[src/rtl/twin_timer_pkg.sv]
package twin_timer_pkg;

   // Counting structure selected per channel
   typedef enum logic [1:0] {
      MD_PRE13   = 2'd0,
      MD_FULL16  = 2'd1,
      MD_RELOAD8 = 2'd2,
      MD_SPLIT   = 2'd3
   } tmode_e;

   // One configuration nibble: gate at bit 3, source select at bit 2
   typedef struct packed {
      logic   gate;
      logic   ext_sel;
      tmode_e mode;
   } chan_cfg_t;

   localparam logic [2:0] A_MODE = 3'd0;
   localparam logic [2:0] A_CTRL = 3'd1;
   localparam logic [2:0] A_C0LO = 3'd2;

endpackage

[src/rtl/twin_timer_tick.sv]
module twin_timer_tick #(
   parameter int unsigned DIV = 12
) (
   input  logic clk,
   input  logic rst_n,
   output logic tick
);
   localparam int unsigned CW = (DIV > 1) ? $clog2(DIV) : 1;
   localparam logic [CW-1:0] LAST = CW'(DIV - 1);

   logic [CW-1:0] cnt_q;

   initial assert (DIV >= 2) else $error("twin_timer_tick: DIV must be at least 2");

   always_ff @(posedge clk or negedge rst_n) begin
      if (!rst_n)
         cnt_q <= '0;
      else if (cnt_q == LAST)
         cnt_q <= '0;
      else
         cnt_q <= cnt_q + 1'b1;
   end

   assign tick = (cnt_q == LAST);
endmodule

[src/rtl/twin_timer_pinsync.sv]
module twin_timer_pinsync #(
   parameter int unsigned STAGES = 2
) (
   input  logic clk,
   input  logic rst_n,
   input  logic tick,
   input  logic evt_pin,
   input  logic gate_pin,
   output logic evt_fall,
   output logic gate_lvl
);
   logic [STAGES-1:0] ev_sh;
   logic [STAGES-1:0] gt_sh;
   logic              ev_prev;

   initial assert (STAGES >= 2) else $error("twin_timer_pinsync: STAGES must be at least 2");

   always_ff @(posedge clk or negedge rst_n) begin
      if (!rst_n) begin
         ev_sh   <= '0;
         gt_sh   <= '0;
         ev_prev <= 1'b0;
      end else begin
         ev_sh <= {ev_sh[STAGES-2:0], evt_pin};
         gt_sh <= {gt_sh[STAGES-2:0], gate_pin};
         if (tick)
            ev_prev <= ev_sh[STAGES-1];
      end
   end

   // High at the previous tick, low at this one
   assign evt_fall = tick & ev_prev & ~ev_sh[STAGES-1];
   assign gate_lvl = gt_sh[STAGES-1];
endmodule

[src/rtl/twin_timer_core.sv]
module twin_timer_core
   import twin_timer_pkg::*;
#(
   parameter int unsigned BYTE_W    = 8,
   parameter int unsigned PRE_W     = 5,
   parameter bit          HAS_SPLIT = 1'b1
) (
   input  logic              clk,
   input  logic              rst_n,
   input  tmode_e            mode,
   input  logic              cnt_en,
   input  logic              hi_cnt_en,
   input  logic              wr_lo,
   input  logic              wr_hi,
   input  logic [BYTE_W-1:0] wdata,
   output logic [BYTE_W-1:0] lo_q,
   output logic [BYTE_W-1:0] hi_q,
   output logic              ovf_main,
   output logic              ovf_upper
);
   logic [BYTE_W-1:0] lo_d, hi_d;
   logic              split, main_go, up_go;

   initial assert (PRE_W >= 1 && PRE_W < BYTE_W)
      else $error("twin_timer_core: PRE_W must lie in 1..BYTE_W-1");

   generate
      if (HAS_SPLIT) begin : g_split
         assign split = (mode == MD_SPLIT);
      end else begin : g_nosplit
         assign split = 1'b0;
      end
   endgenerate

   // A channel without the split variant holds in mode 3
   assign main_go = cnt_en & ~wr_lo & ~(wr_hi & ~split)
                  & ((mode != MD_SPLIT) | split);
   assign up_go   = split & hi_cnt_en & ~wr_hi;

   always_comb begin
      lo_d      = lo_q;
      hi_d      = hi_q;
      ovf_main  = 1'b0;
      ovf_upper = 1'b0;
      if (main_go) begin
         case (mode)
            MD_PRE13: begin
               lo_d[PRE_W-1:0] = lo_q[PRE_W-1:0] + 1'b1;
               if (&lo_q[PRE_W-1:0]) begin
                  hi_d     = hi_q + 1'b1;
                  ovf_main = &hi_q;
               end
            end
            MD_FULL16: begin
               {hi_d, lo_d} = {hi_q, lo_q} + 1'b1;
               ovf_main     = &{hi_q, lo_q};
            end
            MD_RELOAD8: begin
               if (&lo_q) begin
                  lo_d     = hi_q;
                  ovf_main = 1'b1;
               end else begin
                  lo_d = lo_q + 1'b1;
               end
            end
            default: begin
               lo_d     = lo_q + 1'b1;
               ovf_main = &lo_q;
            end
         endcase
      end
      if (up_go) begin
         hi_d      = hi_q + 1'b1;
         ovf_upper = &hi_q;
      end
      if (wr_lo) lo_d = wdata;
      if (wr_hi) hi_d = wdata;
   end

   always_ff @(posedge clk or negedge rst_n) begin
      if (!rst_n) begin
         lo_q <= '0;
         hi_q <= '0;
      end else begin
         lo_q <= lo_d;
         hi_q <= hi_d;
      end
   end
endmodule

[src/rtl/twin_timer.sv]
module twin_timer
   import twin_timer_pkg::*;
#(
   parameter int unsigned BYTE_W      = 8,
   parameter int unsigned PRE_W       = 5,
   parameter int unsigned TICK_DIV    = 12,
   parameter int unsigned SYNC_STAGES = 2
) (
   input  logic              clk,
   input  logic              rst_n,
   input  logic              bus_wr,
   input  logic [2:0]        bus_addr,
   input  logic [BYTE_W-1:0] bus_wdata,
   output logic [BYTE_W-1:0] bus_rdata,
   input  logic [1:0]        evt_pin,
   input  logic [1:0]        gate_pin,
   input  logic [1:0]        flag_ack,
   output logic [1:0]        ovf_flag,
   output logic [1:0]        ovf_pulse
);
   localparam int unsigned NCH = 2;

   logic [7:0]                   mode_q;
   logic [NCH-1:0]               run_q, flag_q, pulse_q;
   logic                         tick, split0;
   logic [NCH-1:0]               evt_fall, gate_lvl, ovf_main, ovf_upper, ev;
   logic [NCH-1:0][BYTE_W-1:0]   lo_q, hi_q;
   chan_cfg_t                    cfg [NCH];
   logic                         wr_mode, wr_ctrl;

   initial assert (BYTE_W >= 8) else $error("twin_timer: BYTE_W must be at least 8");

   twin_timer_tick #(.DIV(TICK_DIV)) u_tick (
      .clk  (clk),
      .rst_n(rst_n),
      .tick (tick)
   );

   assign wr_mode = bus_wr && (bus_addr == A_MODE);
   assign wr_ctrl = bus_wr && (bus_addr == A_CTRL);
   assign split0  = (cfg[0].mode == MD_SPLIT);

   generate
      for (genvar c = 0; c < NCH; c++) begin : g_ch
         localparam logic [2:0] LO_A = 3'(A_C0LO + 2 * c);
         localparam logic [2:0] HI_A = 3'(A_C0LO + 2 * c + 1);
         logic src_ev, allow, cnt_en;

         assign cfg[c] = chan_cfg_t'(mode_q[4*c +: 4]);

         twin_timer_pinsync #(.STAGES(SYNC_STAGES)) u_sync (
            .clk     (clk),
            .rst_n   (rst_n),
            .tick    (tick),
            .evt_pin (evt_pin[c]),
            .gate_pin(gate_pin[c]),
            .evt_fall(evt_fall[c]),
            .gate_lvl(gate_lvl[c])
         );

         assign src_ev = cfg[c].ext_sel ? evt_fall[c] : tick;
         assign allow  = run_q[c] & (~cfg[c].gate | gate_lvl[c]);
         // Channel 1 stops while channel 0 is split
         assign cnt_en = allow & src_ev & ((c == 0) | ~split0);

         twin_timer_core #(
            .BYTE_W   (BYTE_W),
            .PRE_W    (PRE_W),
            .HAS_SPLIT(c == 0)
         ) u_core (
            .clk      (clk),
            .rst_n    (rst_n),
            .mode     (cfg[c].mode),
            .cnt_en   (cnt_en),
            .hi_cnt_en(tick & run_q[1]),
            .wr_lo    (bus_wr && (bus_addr == LO_A)),
            .wr_hi    (bus_wr && (bus_addr == HI_A)),
            .wdata    (bus_wdata),
            .lo_q     (lo_q[c]),
            .hi_q     (hi_q[c]),
            .ovf_main (ovf_main[c]),
            .ovf_upper(ovf_upper[c])
         );
      end
   endgenerate

   // Channel 1's events come from the split upper half when channel 0 is in mode 3
   assign ev[0] = ovf_main[0];
   assign ev[1] = ovf_main[1] | ovf_upper[0] | ovf_upper[1];

   always_ff @(posedge clk or negedge rst_n) begin
      if (!rst_n) begin
         mode_q  <= '0;
         run_q   <= '0;
         flag_q  <= '0;
         pulse_q <= '0;
      end else begin
         if (wr_mode) mode_q <= bus_wdata[7:0];
         if (wr_ctrl) run_q  <= bus_wdata[1:0];
         for (int c = 0; c < NCH; c++) begin
            if (ev[c])
               flag_q[c] <= 1'b1;
            else if (flag_ack[c])
               flag_q[c] <= 1'b0;
            else if (wr_ctrl)
               flag_q[c] <= bus_wdata[4+c];
         end
         pulse_q <= ev;
      end
   end

   always_comb begin
      case (bus_addr)
         3'd0:    bus_rdata = BYTE_W'(mode_q);
         3'd1:    bus_rdata = BYTE_W'({2'b00, flag_q, 2'b00, run_q});
         3'd2:    bus_rdata = lo_q[0];
         3'd3:    bus_rdata = hi_q[0];
         3'd4:    bus_rdata = lo_q[1];
         3'd5:    bus_rdata = hi_q[1];
         default: bus_rdata = '0;
      endcase
   end

   assign ovf_flag  = flag_q;
   assign ovf_pulse = pulse_q;
endmodule

[config.mk]
export PLATFORM = sky130hd
export DESIGN_NAME = twin_timer
export DESIGN_NICKNAME = d
export VERILOG_FILES = /design/src/rtl/twin_timer_pkg.sv /design/src/rtl/twin_timer_tick.sv /design/src/rtl/twin_timer_pinsync.sv /design/src/rtl/twin_timer_core.sv /design/src/rtl/twin_timer.sv
export SDC_FILE = /design/constraint.sdc
export NUM_CORES = 1
export LEC_CHECK = 0
export BUFFER_PORTS_ARGS = -buffer_cell sky130_fd_sc_hd__buf_2
export CAP_MARGIN = 20
export CORE_UTILIZATION = 39
export CTS_BUF_LIST = sky130_fd_sc_hd__clkbuf_4 sky130_fd_sc_hd__clkbuf_8
export DETAILED_ROUTE_END_ITERATION = 12
export PLACE_DENSITY = 0.68
export SYNTH_ARGS = -nofsm -noshare
export SYNTH_HDL_FRONTEND = slang
export SYNTH_SLANG_ARGS = --single-unit
[constraint.sdc]
create_clock -name clk -period 2.8 [get_ports clk]
set_input_delay 0.28 -clock clk [delete_from_list [all_inputs] [get_ports clk]]
set_output_delay 0.28 -clock clk [all_outputs]
set_load 0.05 [all_outputs]
==> run metrics <==
run status=completed; slowest stage cell, crit path=dfrtp_1; Synth Area in Compound Gates=a little over a fifth; die area=roughly 11,000 µm²; FF-to-FF End=g_ch[1].u_core.hi_q[5]$_DFFE_PN0P_; Post-Synth Simple-Gate Area=between 20% and 30%; DIE WIDTH=around 100 µm; Worst VDD drop=~0.00026 V; Commonest cells post-synth=nand2_1 (64), dfrtp_1 (60), o21ai_0 (32), nor2_1 (28), nand3_1 (20); metal3 WL=964 µm; Seq cells post-synth=60; Pleak=~1.8 nW; WL final=between 10,000 and 15,000 µm; GRT Util Overall=between 20% and 30%; post-detailed-route count of antenna-violating nets=0; chip height=103 µm; row count=36; Yosys Warn Count=0; vias in the first global route=3,431; Reg-to-Reg Start=g_ch[1].u_core.lo_q[1]$_DFFE_PN0P_; root buffer cell=clkbuf_8; DR iter-0 viols=354; GRT overflow=0; Ant. Diodes=0; WL met2=approximately 5300 µm; max-slew violations=0; TritonCTS buffer count=9; DR vias=~3,700; Pwr per Cell Area=711 nW/µm²; io pins=32; clk sinks=60; Worst-path clk slew=0.08 ns; Worst Reg-to-Reg Cells=9; CTS tree=built; Final Skew=between 0.01 and 0.015 ns; Startpoint Class=flop; Met1 Wirelength=5490 µm; Syn Nets=485; unrepaired setup endpoints after global routing=no; CTS Hold Buffers Added=0; largest family of logic cells by synthesized area=simple AND/OR/NAND/NOR gates; Synth Area in Adders=4.68%; DR vias/cell=around 6.0; Post-synth EDFFs=0; max-cap violation count=0; Starting Density=between 40% and 50%; FMAX=around 0.43 GHz; share of the synthesized area in the top cell type=37.5%; worst path cell trace=ha_1 > and3_1 > ha_1 > inv_1 > a21o_1 > and4bb_4 > nor2_2 > a21o_1 > a221o_1; delay-heaviest family, CP=simple AND/OR/NAND/NOR gates; port bufs=31; Worst Path Arrival=between 2 and 3 ns; Setup Buffers After CTS=0; Wirelength per Cell=19.7 µm; Slew Limit Headroom=a little over a third; syn_area_per_cell=around 8.9 µm²; initial antenna violation count=0; HP Start=evt_pin[0]; asr flop ratio synth=100%; placed cell area=4300 µm²; clock buffer depth=2; fill cell count=roughly 930; depth of the CTS H-tree=3; core area=9860 µm²; hold path cells=1; Setup CP Type=reg -> reg; Gate Count Post-Synth=450; Setup TNS=0 ns; count leader, synth=nand2_1; Tcrit/Tclk final=between 80% and 90%; gp weighted congestion=0.985; Bufs and invs on worst path=1; Top Layer Used=met4; largest net degree at the start of global routing=42; Max FO, Critical Path=7; Fin. Hold Viols=0; Hold WC Path Type=in -> reg; clk_lat worst skew=0.36 ns; Worst R2R Setup Slack=between 0.4 and 0.5 ns; Netlist cell types=around 70; Final Cell Area=4490 µm²; largest cells by area after synthesis=dfrtp_1 (37%), nand2_1 (6.0%), ha_1 (4.7%); xor-xnor portion of the synthesized cell area=approximately 3.1%; layout cells sized above 1=17.3%; slew at the pin closest to its max-slew limit=around 0.96 ns; fin crit period=between 2 and 2.5 ns; area delta synth->final=12.0%; Final nets=approximately 520; Pre-antenna DRT Iters=5; area leader, netlist=dfrtp_1; # resized after CTS=0; first-pass GRT wire length=between 15,000 and 20,000 µm; sink of the worst hold path=g_ch[0].u_sync.ev_sh[0]$_DFF_PN0_; sequential share of the synthesized area=between 30% and 40%; CP Capture Type=flop; CP Data Required Time=between 3 and 4 ns; DRC Markers=0; post-synthesis mux area share=6.46%; CP max stage delay=0.41 ns; Top FF cell, synth=dfrtp_1; Final HPWL DP=between 8000 and 9000 µm; synthesized cell area=between 4000 and 5000 µm²; setup violators final=0
## state kept, by name, indices dropped and copies added, names as in the netlist
| name | flops |
|---|---|
| g_ch.u_sync.ev_prev | 2 |
| g_ch.u_core.hi_q | 16 |
| run_q | 2 |
| ovf_flag | 2 |
| u_tick.cnt_q | 4 |
| g_ch.u_core.lo_q | 16 |
| g_ch.u_sync.ev_sh | 4 |
| g_ch.u_sync.gt_sh | 4 |
| mode_q | 8 |
| ovf_pulse | 2 |
## power breakdown
part           switching [mW]  leakage (nW)  internal [mW]
Sequential              0.342         0.735           1.05
Clock                   0.384        0.0873          0.405
Combinational           0.606          1.02          0.407
## worst register-to-register path, stage by stage (launching register included)
cell and delay (ns):
dfrtp_1 0.41, ha_1 0.21, and3_1 0.23, ha_1 0.21, inv_1 0.06, a21o_1 0.19
and4bb_4 0.37, nor2_2 0.08, a21o_1 0.15, a221o_1 0.29
## metrics by stage
step	cells	hold WS, ns	setup slack, ns	total power [mW]	utilization (%)
detailed placement	603	0.335	0.519	2.38	43.6
global placement	603	0.335	0.583	2.37	43.6
finish	618	0.0295	0.471	3.19	45.5
global route	618	0.0202	0.328	3.36	45.5
CTS	618	0.0173	0.491	3.18	45.5
floorplan	450	-0.0156	0.363	2.02	-
## metal layers
layer | up-vias | GRT usage, %
li1 | 1743 | -
met1 | 1733 | 32.9
met2 | 187 | 36.9
met3 | 30 | 4.77
met4 | 0 | 11.5
met5 | - | 0
## area by class of cell
class | instances | area (µm²) | share of cell area (%)
repair buffers | 37 | 200 | 4.46
well taps | 133 | 166 | 3.71
clock inverters | 6 | 66.3 | 1.48
flip-flops and latches | 60 | 1500 | 33.5
inverters | 15 | 56.3 | 1.25
multi-input cells | 358 | 2370 | 52.9
clock buffers | 9 | 124 | 2.76
## cells by family after synthesis
family	after synthesis
compound gates	127
xor+xnor	14
fa+ha+maj	15
buf+inv	32
flops	60
mux	23
simple gates	179
## placed cells by master (no fill, tap or decap), types with 8 or more instances in the layout
cell	n
xor2_1	8
o211ai_1	9
buf_2	31
nand2_1	64
mux2i_1	9
nor3_1	9
mux2_2	13
a21oi_1	17
ha_1	15
nand3_1	20
and3_1	8
dfrtp_1	60
clkbuf_8	9
a22oi_1	11
nor2_1	28
inv_1	14
o21ai_0	32
## worst max path at each step
stage / cells past startpoint / start / slack [ns] / to
after CTS: 9 / g_ch[1].u_core.lo_q[0]$_DFFE_PN0P_ / 0.49 / g_ch[1].u_core.hi_q[5]$_DFFE_PN0P_
after floorplan: 5 / bus_addr[0] / 0.36 / bus_rdata[1]
after global routing: 9 / g_ch[1].u_core.lo_q[0]$_DFFE_PN0P_ / 0.33 / g_ch[1].u_core.hi_q[5]$_DFFE_PN0P_
after global placement: 9 / g_ch[1].u_core.lo_q[0]$_DFFE_PN0P_ / 0.58 / g_ch[1].u_core.hi_q[5]$_DFFE_PN0P_
after detailed placement: 9 / g_ch[1].u_core.lo_q[0]$_DFFE_PN0P_ / 0.52 / g_ch[1].u_core.hi_q[5]$_DFFE_PN0P_
final: 9 / g_ch[1].u_core.lo_q[1]$_DFFE_PN0P_ / 0.47 / g_ch[1].u_core.hi_q[5]$_DFFE_PN0P_
Note: power is estimated with default switching activity, not from simulation.
